==> src/rtl/cfi_pkg.sv <==
package cfi_pkg;

    // Per-aggressor-bit control code, bit 0 lowest.
    typedef struct packed {
        logic care_prev;   // bit 2
        logic val_cur;     // bit 1
        logic care_cur;    // bit 0
    } bit_code_t;

    localparam int unsigned CODE_W = $bits(bit_code_t);

endpackage

==> src/rtl/cfi_cfg_bank.sv <==
module cfi_cfg_bank
    import cfi_pkg::*;
#(
    parameter int unsigned AGG_W = 8,
    parameter int unsigned NTERM = 4,
    localparam int unsigned SEL_W = (NTERM > 1) ? $clog2(NTERM) : 1,
    localparam int unsigned TCW   = CODE_W * AGG_W
) (
    input  logic                   clk,
    input  logic                   rst_n,
    input  logic                   cfg_we,
    input  logic [SEL_W-1:0]       cfg_sel,
    input  logic [TCW-1:0]         cfg_code,
    input  logic [AGG_W-1:0]       cfg_prev_val,
    output logic [NTERM*TCW-1:0]   code_all,
    output logic [NTERM*AGG_W-1:0] pval_all
);

    typedef struct packed {
        logic [TCW-1:0]   code;
        logic [AGG_W-1:0] pval;
    } term_cfg_t;

    term_cfg_t bank_d [NTERM];
    term_cfg_t bank_q [NTERM];

    always_comb begin
        for (int k = 0; k < NTERM; k++) begin
            bank_d[k] = bank_q[k];
            if (cfg_we && (int'(cfg_sel) == k)) begin
                bank_d[k].code = cfg_code;
                bank_d[k].pval = cfg_prev_val;
            end
        end
    end

    // Configuration is software state: reset leaves it alone.
    always_ff @(posedge clk) begin
        for (int k = 0; k < NTERM; k++) begin
            bank_q[k] <= bank_d[k];
        end
    end

    for (genvar k = 0; k < NTERM; k++) begin : g_out
        assign code_all[k*TCW +: TCW]     = bank_q[k].code;
        assign pval_all[k*AGG_W +: AGG_W] = bank_q[k].pval;
    end


    cfg_store_chk: assert property (@(posedge clk) disable iff (!rst_n)
        (cfg_we && (int'(cfg_sel) < NTERM)) |=>
            (bank_q[$past(cfg_sel)].code == $past(cfg_code)) &&
            (bank_q[$past(cfg_sel)].pval == $past(cfg_prev_val)));

endmodule

==> src/rtl/cfi_term_match.sv <==
module cfi_term_match
    import cfi_pkg::*;
#(
    parameter int unsigned AGG_W = 8,
    localparam int unsigned TCW  = CODE_W * AGG_W
) (
    input  logic [TCW-1:0]   code,
    input  logic [AGG_W-1:0] prev_val,
    input  logic [AGG_W-1:0] aggr,
    input  logic [AGG_W-1:0] aggr_prev,
    input  logic             prev_ok,
    output logic             hit,
    output logic             dyn
);

    logic [AGG_W-1:0] care_cur, val_cur, care_prev;

    for (genvar i = 0; i < AGG_W; i++) begin : g_bit
        bit_code_t bc;
        assign bc           = bit_code_t'(code[i*CODE_W +: CODE_W]);
        assign care_cur[i]  = bc.care_cur;
        assign val_cur[i]   = bc.val_cur;
        assign care_prev[i] = bc.care_prev;
    end

    logic miss_cur, miss_prev, any_care;

    always_comb begin
        miss_cur  = |(care_cur & (aggr ^ val_cur));
        miss_prev = |(care_prev & (aggr_prev ^ prev_val));
        any_care  = |(care_cur | care_prev);
        dyn       = |care_prev;
        hit       = any_care && !miss_cur && !miss_prev && (!dyn || prev_ok);
    end

endmodule

==> src/rtl/cond_flip_injector.sv <==
module cond_flip_injector
    import cfi_pkg::*;
#(
    parameter int unsigned AGG_W = 8,
    parameter int unsigned NTERM = 4,
    localparam int unsigned SEL_W = (NTERM > 1) ? $clog2(NTERM) : 1,
    localparam int unsigned TCW   = CODE_W * AGG_W
) (
    input  logic             clk,
    input  logic             rst_n,
    input  logic             en,
    input  logic             victim_in,
    input  logic [AGG_W-1:0] aggr,
    input  logic             cfg_we,
    input  logic [SEL_W-1:0] cfg_sel,
    input  logic [TCW-1:0]   cfg_code,
    input  logic [AGG_W-1:0] cfg_prev_val,
    output logic             victim_out,
    output logic             fault_active
);

    typedef struct packed {
        logic [AGG_W-1:0] prev;
        logic             prev_ok;
        logic             victim;
        logic             active;
    } state_t;

    state_t st_d, st_q;

    logic [NTERM*TCW-1:0]   code_all;
    logic [NTERM*AGG_W-1:0] pval_all;
    logic [NTERM-1:0]       term_hit;
    logic [NTERM-1:0]       term_dyn;

    cfi_cfg_bank #(.AGG_W(AGG_W), .NTERM(NTERM)) u_bank (
        .clk          (clk),
        .rst_n        (rst_n),
        .cfg_we       (cfg_we),
        .cfg_sel      (cfg_sel),
        .cfg_code     (cfg_code),
        .cfg_prev_val (cfg_prev_val),
        .code_all     (code_all),
        .pval_all     (pval_all)
    );

    for (genvar k = 0; k < NTERM; k++) begin : g_term
        cfi_term_match #(.AGG_W(AGG_W)) u_match (
            .code      (code_all[k*TCW +: TCW]),
            .prev_val  (pval_all[k*AGG_W +: AGG_W]),
            .aggr      (aggr),
            .aggr_prev (st_q.prev),
            .prev_ok   (st_q.prev_ok),
            .hit       (term_hit[k]),
            .dyn       (term_dyn[k])
        );


        idle_term_chk: assert property (@(posedge clk) disable iff (!rst_n)
            (code_all[k*TCW +: TCW] == '0) |-> !term_hit[k]);
    end

    always_comb begin
        logic act;
        act          = en && (|term_hit);
        st_d.prev    = aggr;
        st_d.prev_ok = 1'b1;
        st_d.victim  = victim_in ^ act;
        st_d.active  = act;
    end

    always_ff @(posedge clk or negedge rst_n) begin
        if (!rst_n) st_q <= '0;
        else        st_q <= st_d;
    end

    assign victim_out   = st_q.victim;
    assign fault_active = st_q.active;


    reset_clear_chk: assert property (@(posedge clk)
        !rst_n |=> (!victim_out && !fault_active));


    flip_rel_chk: assert property (@(posedge clk) disable iff (!rst_n)
        1'b1 |=> (victim_out == ($past(victim_in) ^ fault_active)));


    en_gate_chk: assert property (@(posedge clk) disable iff (!rst_n)
        !en |=> !fault_active);


    warmup_chk: assert property (@(posedge clk) disable iff (!rst_n)
        !st_q.prev_ok |-> !(|(term_hit & term_dyn)));

endmodule

==> config.mk <==
export PLATFORM = sky130hd
export DESIGN_NAME = cond_flip_injector
export DESIGN_NICKNAME = d
export VERILOG_FILES = /design/src/rtl/cfi_pkg.sv /design/src/rtl/cfi_cfg_bank.sv /design/src/rtl/cfi_term_match.sv /design/src/rtl/cond_flip_injector.sv
export SDC_FILE = /design/constraint.sdc
export NUM_CORES = 1
export LEC_CHECK = 0
export BUFFER_PORTS_ARGS = -buffer_cell sky130_fd_sc_hd__buf_2
export CORE_UTILIZATION = 40
export CTS_CLUSTER_DIAMETER = 40
export CTS_CLUSTER_SIZE = 12
export DETAILED_ROUTE_END_ITERATION = 16
export PLACE_DENSITY = 0.54
export SLEW_MARGIN = 20
export SYNTH_ARGS = -nofsm -noshare
export SYNTH_HDL_FRONTEND = slang
export SYNTH_SLANG_ARGS = --single-unit
==> constraint.sdc <==
create_clock -name clk -period 5.4 [get_ports clk]
set_clock_uncertainty 0.15 [all_clocks]
set_input_delay 0.27 -clock clk [delete_from_list [all_inputs] [get_ports clk]]
set_output_delay 0.27 -clock clk [all_outputs]
set_load 0.01 [all_outputs]
==> qor.log <==
qor: sta.fmax 469 MHz
qor: sta.report.final.hold_viol_count 0
qor: global_routing.grt_most_used_layer met2
qor: placement.hpwlAfterDp 8690 um
qor: yosys.netlist.area_leader.share 0.737
qor: route.wirelength 12400 um
qor: yosys.synth.yosys.warnings 0
qor: power_and_ir_drop.vdd.ir_drop.worst 0.197 mV
qor: clock_tree.clock-root-buffer sky130_fd_sc_hd__clkbuf_16
qor: route.route.detailed.vias_per_inst 4.97
qor: finish.antenna_cells 0
qor: yosys.yosys.cell_types.count 15
qor: global_routing.gr-usage-met2 0.315
qor: clock_tree.cts_tree built
qor: hold_path.hold_path_class in -> async
qor: route.drt_iter0_drcs 227
qor: sta.max_slew.worst_pin.slew 0.535 ns
qor: die.die_y 116 um
qor: placement.gp_congestion 0.919
qor: critical_path.cp_max_fo 2
qor: power_and_ir_drop.power.share.switching 0.205
qor: power_and_ir_drop.power_spent_charging_and_discharging_nets 541 uW
qor: yosys.asyncSetResetFlopFracSynth 0.0791
qor: sta.fin_crit_sh 0.395
qor: clock_tree.depth_of_the_cts_h_tree 4
qor: power_and_ir_drop.p_clk_frac 0.460
qor: global_routing.grt_first_pass_wirelength 18300 um
qor: die.floorplan.initialDensity 0.411
qor: critical_path.worst_setup_path_end_kind flip-flop
qor: finish.fraction_of_final_layout_cells_sized_beyond_drive_strength_1 0.205
qor: yosys.synthDominantAreaCellType sky130_fd_sc_hd__edfxtp_1
qor: sta.setup_viol 0
qor: global_routing.gr-total-overflow 0
qor: die.fp-row-count 41
qor: power_and_ir_drop.powerDensity 389 nW/um^2
qor: clock_tree.insertion_delay 0.42 ns
qor: sta.maxSlewViolCount 0
qor: global_routing.grt_antenna_before_repair 0
qor: yosys.flip_flop_and_latch_count_after_synthesis 139
qor: critical_path.r2r_setup_slack 3.27 ns
qor: power_and_ir_drop.cell_internal_pwr 2.10 mW
qor: yosys.ys_dominant_reg_cell sky130_fd_sc_hd__edfxtp_1
qor: power_and_ir_drop.cellLeakagePower 2.45 nW
qor: route.antenna_left 0
qor: sta.rsz0062_at_grt false
qor: yosys.ys_seq_area_frac 0.790
qor: sta.final.setup.tns 0 ns
qor: global_routing.grt_start_max_net_pins 33
qor: yosys.post-synth-top-count-cell sky130_fd_sc_hd__edfxtp_1
qor: yosys.syn-cell-area 5210 um^2
qor: critical_path.critical_path.startpoint_type flip-flop
qor: yosys.synth.top_cells.by_area sky130_fd_sc_hd__edfxtp_1 (74%), sky130_fd_sc_hd__xor2_1 (11%), sky130_fd_sc_hd__dfrtp_1 (5.3%), sky130_fd_sc_hd__a22oi_1 (4.6%), sky130_fd_sc_hd__nor4_1 (1.9%)
qor: clock_tree.cts_sinks 139
qor: global_routing.grt_util_all_layers 0.204
qor: route.wl_per_cell 21.4 um
qor: global_routing.use_met3 0.0462
qor: die.die_x 116 um
qor: critical_path.required 5.55 ns
qor: global_routing.globalRouteMet1Util 0.275
qor: route.dr.pass1.iters 4
qor: yosys.synth-edff-count 128
qor: global_routing.via_count_of_the_first_global_routing_pass 3029
qor: run_status.outcome finished clean
qor: clock_tree.cts_made_buffers 17
qor: route.detailroute.via_count 2891
qor: finish.num-nets-final 444
qor: power_and_ir_drop.combinationalPowerShare 0.059
qor: yosys.synth_cells 283
qor: sta.period_minus_slack 2.13 ns
qor: yosys.average_footprint_of_a_synthesized_cell 18.4 um^2
qor: placement.port-buffer-count 48
qor: die.coreArea 12700 um^2
qor: yosys.syn-num-nets 330
qor: die.die-area 13500 um^2
qor: power_and_ir_drop.total_power_after_layout 2.64 mW
qor: yosys.yosys-top-cells-count sky130_fd_sc_hd__edfxtp_1 (128), sky130_fd_sc_hd__xor2_1 (65), sky130_fd_sc_hd__a22oi_1 (32)
qor: critical_path.cp_data_arrival_time 2.28 ns
qor: finish.areaGrowthSynthToFinish 30.2%
qor: clock_tree.post_cts_clock_slew_at_the_launch_and_capture_registers_of_the_worst_setup_and_hold_paths 0.06 ns
qor: clock_tree.cts.repair_timing.setup_buffer_count 0
qor: critical_path.setup.worst_path.class reg -> reg
qor: power_and_ir_drop.sequential_fraction_of_design_power 0.481
qor: job.timing.max_cap.violations 0
qor: sta.slew-limit-headroom 0.643
qor: clock_tree.max-clock-path-buffers 2
qor: route.drc_errors 0
qor: die.io_pins 49
==> cells in the final DEF (no fill, tap or decap) <==
cell type	count
sky130_fd_sc_hd__nor4_1	16
sky130_fd_sc_hd__clkinv_2	3
sky130_fd_sc_hd__clkinv_4	1
sky130_fd_sc_hd__nor2_4	1
sky130_fd_sc_hd__edfxtp_1	128
sky130_fd_sc_hd__conb_1	1
sky130_fd_sc_hd__clkinv_1	1
sky130_fd_sc_hd__nor3b_2	1
sky130_fd_sc_hd__clkinvlp_4	3
sky130_fd_sc_hd__clkbuf_8	2
sky130_fd_sc_hd__bufinv_16	4
sky130_fd_sc_hd__dlygate4sd3_1	43
sky130_fd_sc_hd__mux2i_1	4
sky130_fd_sc_hd__clkbuf_1	1
sky130_fd_sc_hd__buf_4	3
sky130_fd_sc_hd__and3b_1	1
sky130_fd_sc_hd__nand4_1	8
sky130_fd_sc_hd__clkbuf_16	17
sky130_fd_sc_hd__buf_2	48
sky130_fd_sc_hd__a22oi_1	32
sky130_fd_sc_hd__buf_16	1
sky130_fd_sc_hd__nand2_1	9
sky130_fd_sc_hd__nor3_1	4
sky130_fd_sc_hd__o41a_1	1
sky130_fd_sc_hd__and3_1	1
sky130_fd_sc_hd__dfrtp_1	11
sky130_fd_sc_hd__xor2_1	65
==> power by group through the flow <==
stage	logic, mW	clock network [mW]	registers, mW
2_1_floorplan	0.0598	0	1.28
3_3_place_gp	0.134	0	1.29
3_5_place_dp	0.133	0	1.29
4_1_cts	0.158	1.24	1.27
5_1_grt	0.171	1.27	1.27
6_report	0.157	1.21	1.27
==> critical path, stage by stage, from the launching register on <==
cell and delay, ns:
sky130_fd_sc_hd__edfxtp_1 0.42, sky130_fd_sc_hd__nor4_1 0.49, sky130_fd_sc_hd__nand2_1 0.13, sky130_fd_sc_hd__mux2i_1 0.15
sky130_fd_sc_hd__nor3_1 0.07, sky130_fd_sc_hd__o41a_1 0.45, sky130_fd_sc_hd__xor2_1 0.15
==> metal layers <==
metal / vias up / wire [um]
li1: 1345 / -
met3: 16 / 493
met2: 90 / 5920
met1: 1440 / 5780
met4: 0 / 248
met5: - / 0
==> cell families after synthesis <==
family | count (synthesis) | synth area share
AOI/OAI and AO/OA | 33 | 0.0482
muxes | 4 | 0.00768
DFF | 139 | 0.790
other | 1 | 0.000719
xor gates and xnor gates | 65 | 0.109
and+or+nand+nor | 41 | 0.0442
==> what timing repair did <==
item,CTS,global route
hold endpoints to repair,149,0
hold buffers,43,0
resized for setup,0,0
==> final cells by class <==
cell class                      instances  area, um^2
Clock inverter                         12         170
Clock buffer                           20         457
Tap cell                              172         215
Timing Repair Buffer                   95         721
Fill cell                            1052        5880
Multi-Input combinational cell        144        1110
Sequential cell                       139        4120
==> final timing paths <==
path                                 startpoint                   end  cells past startpoint
setup reg to reg           u_bank.bank_q[3][23]            victim_out                      6
max in group asynchronous                 rst_n               st_q[7]                      2
min in group clk                     cfg_sel[1]  u_bank.bank_q[1][27]                      2
hold / removal                            rst_n               st_q[6]                      2
setup / recovery           u_bank.bank_q[3][23]            victim_out                      6
hold reg to reg                         st_q[2]          fault_active                      3
==> registers in the layout (all words and copies together) (netlist names) <==
| register | count |
|---|---|
| fault_active | 1 |
| st_q | 9 |
| u_bank.bank_q | 128 |
| victim_out | 1 |
==> per-stage QoR <==
stage | setup slack [ns] | util | cells | hold slack (ns) | area (um^2)
final | 3.27 | 0.536 | 582 | 0.147 | 6790
after global routing | 3.17 | 0.536 | 582 | 0.153 | 6790
after floorplan | 2.11 | - | 283 | -0.176 | 5210
after global placement | 3.31 | 0.450 | 506 | 0.0531 | 5700
after detailed placement | 3.31 | 0.450 | 506 | 0.0596 | 5700
after CTS | 3.29 | 0.534 | 581 | 0.151 | 6760
(Power assumes the default switching activity.)
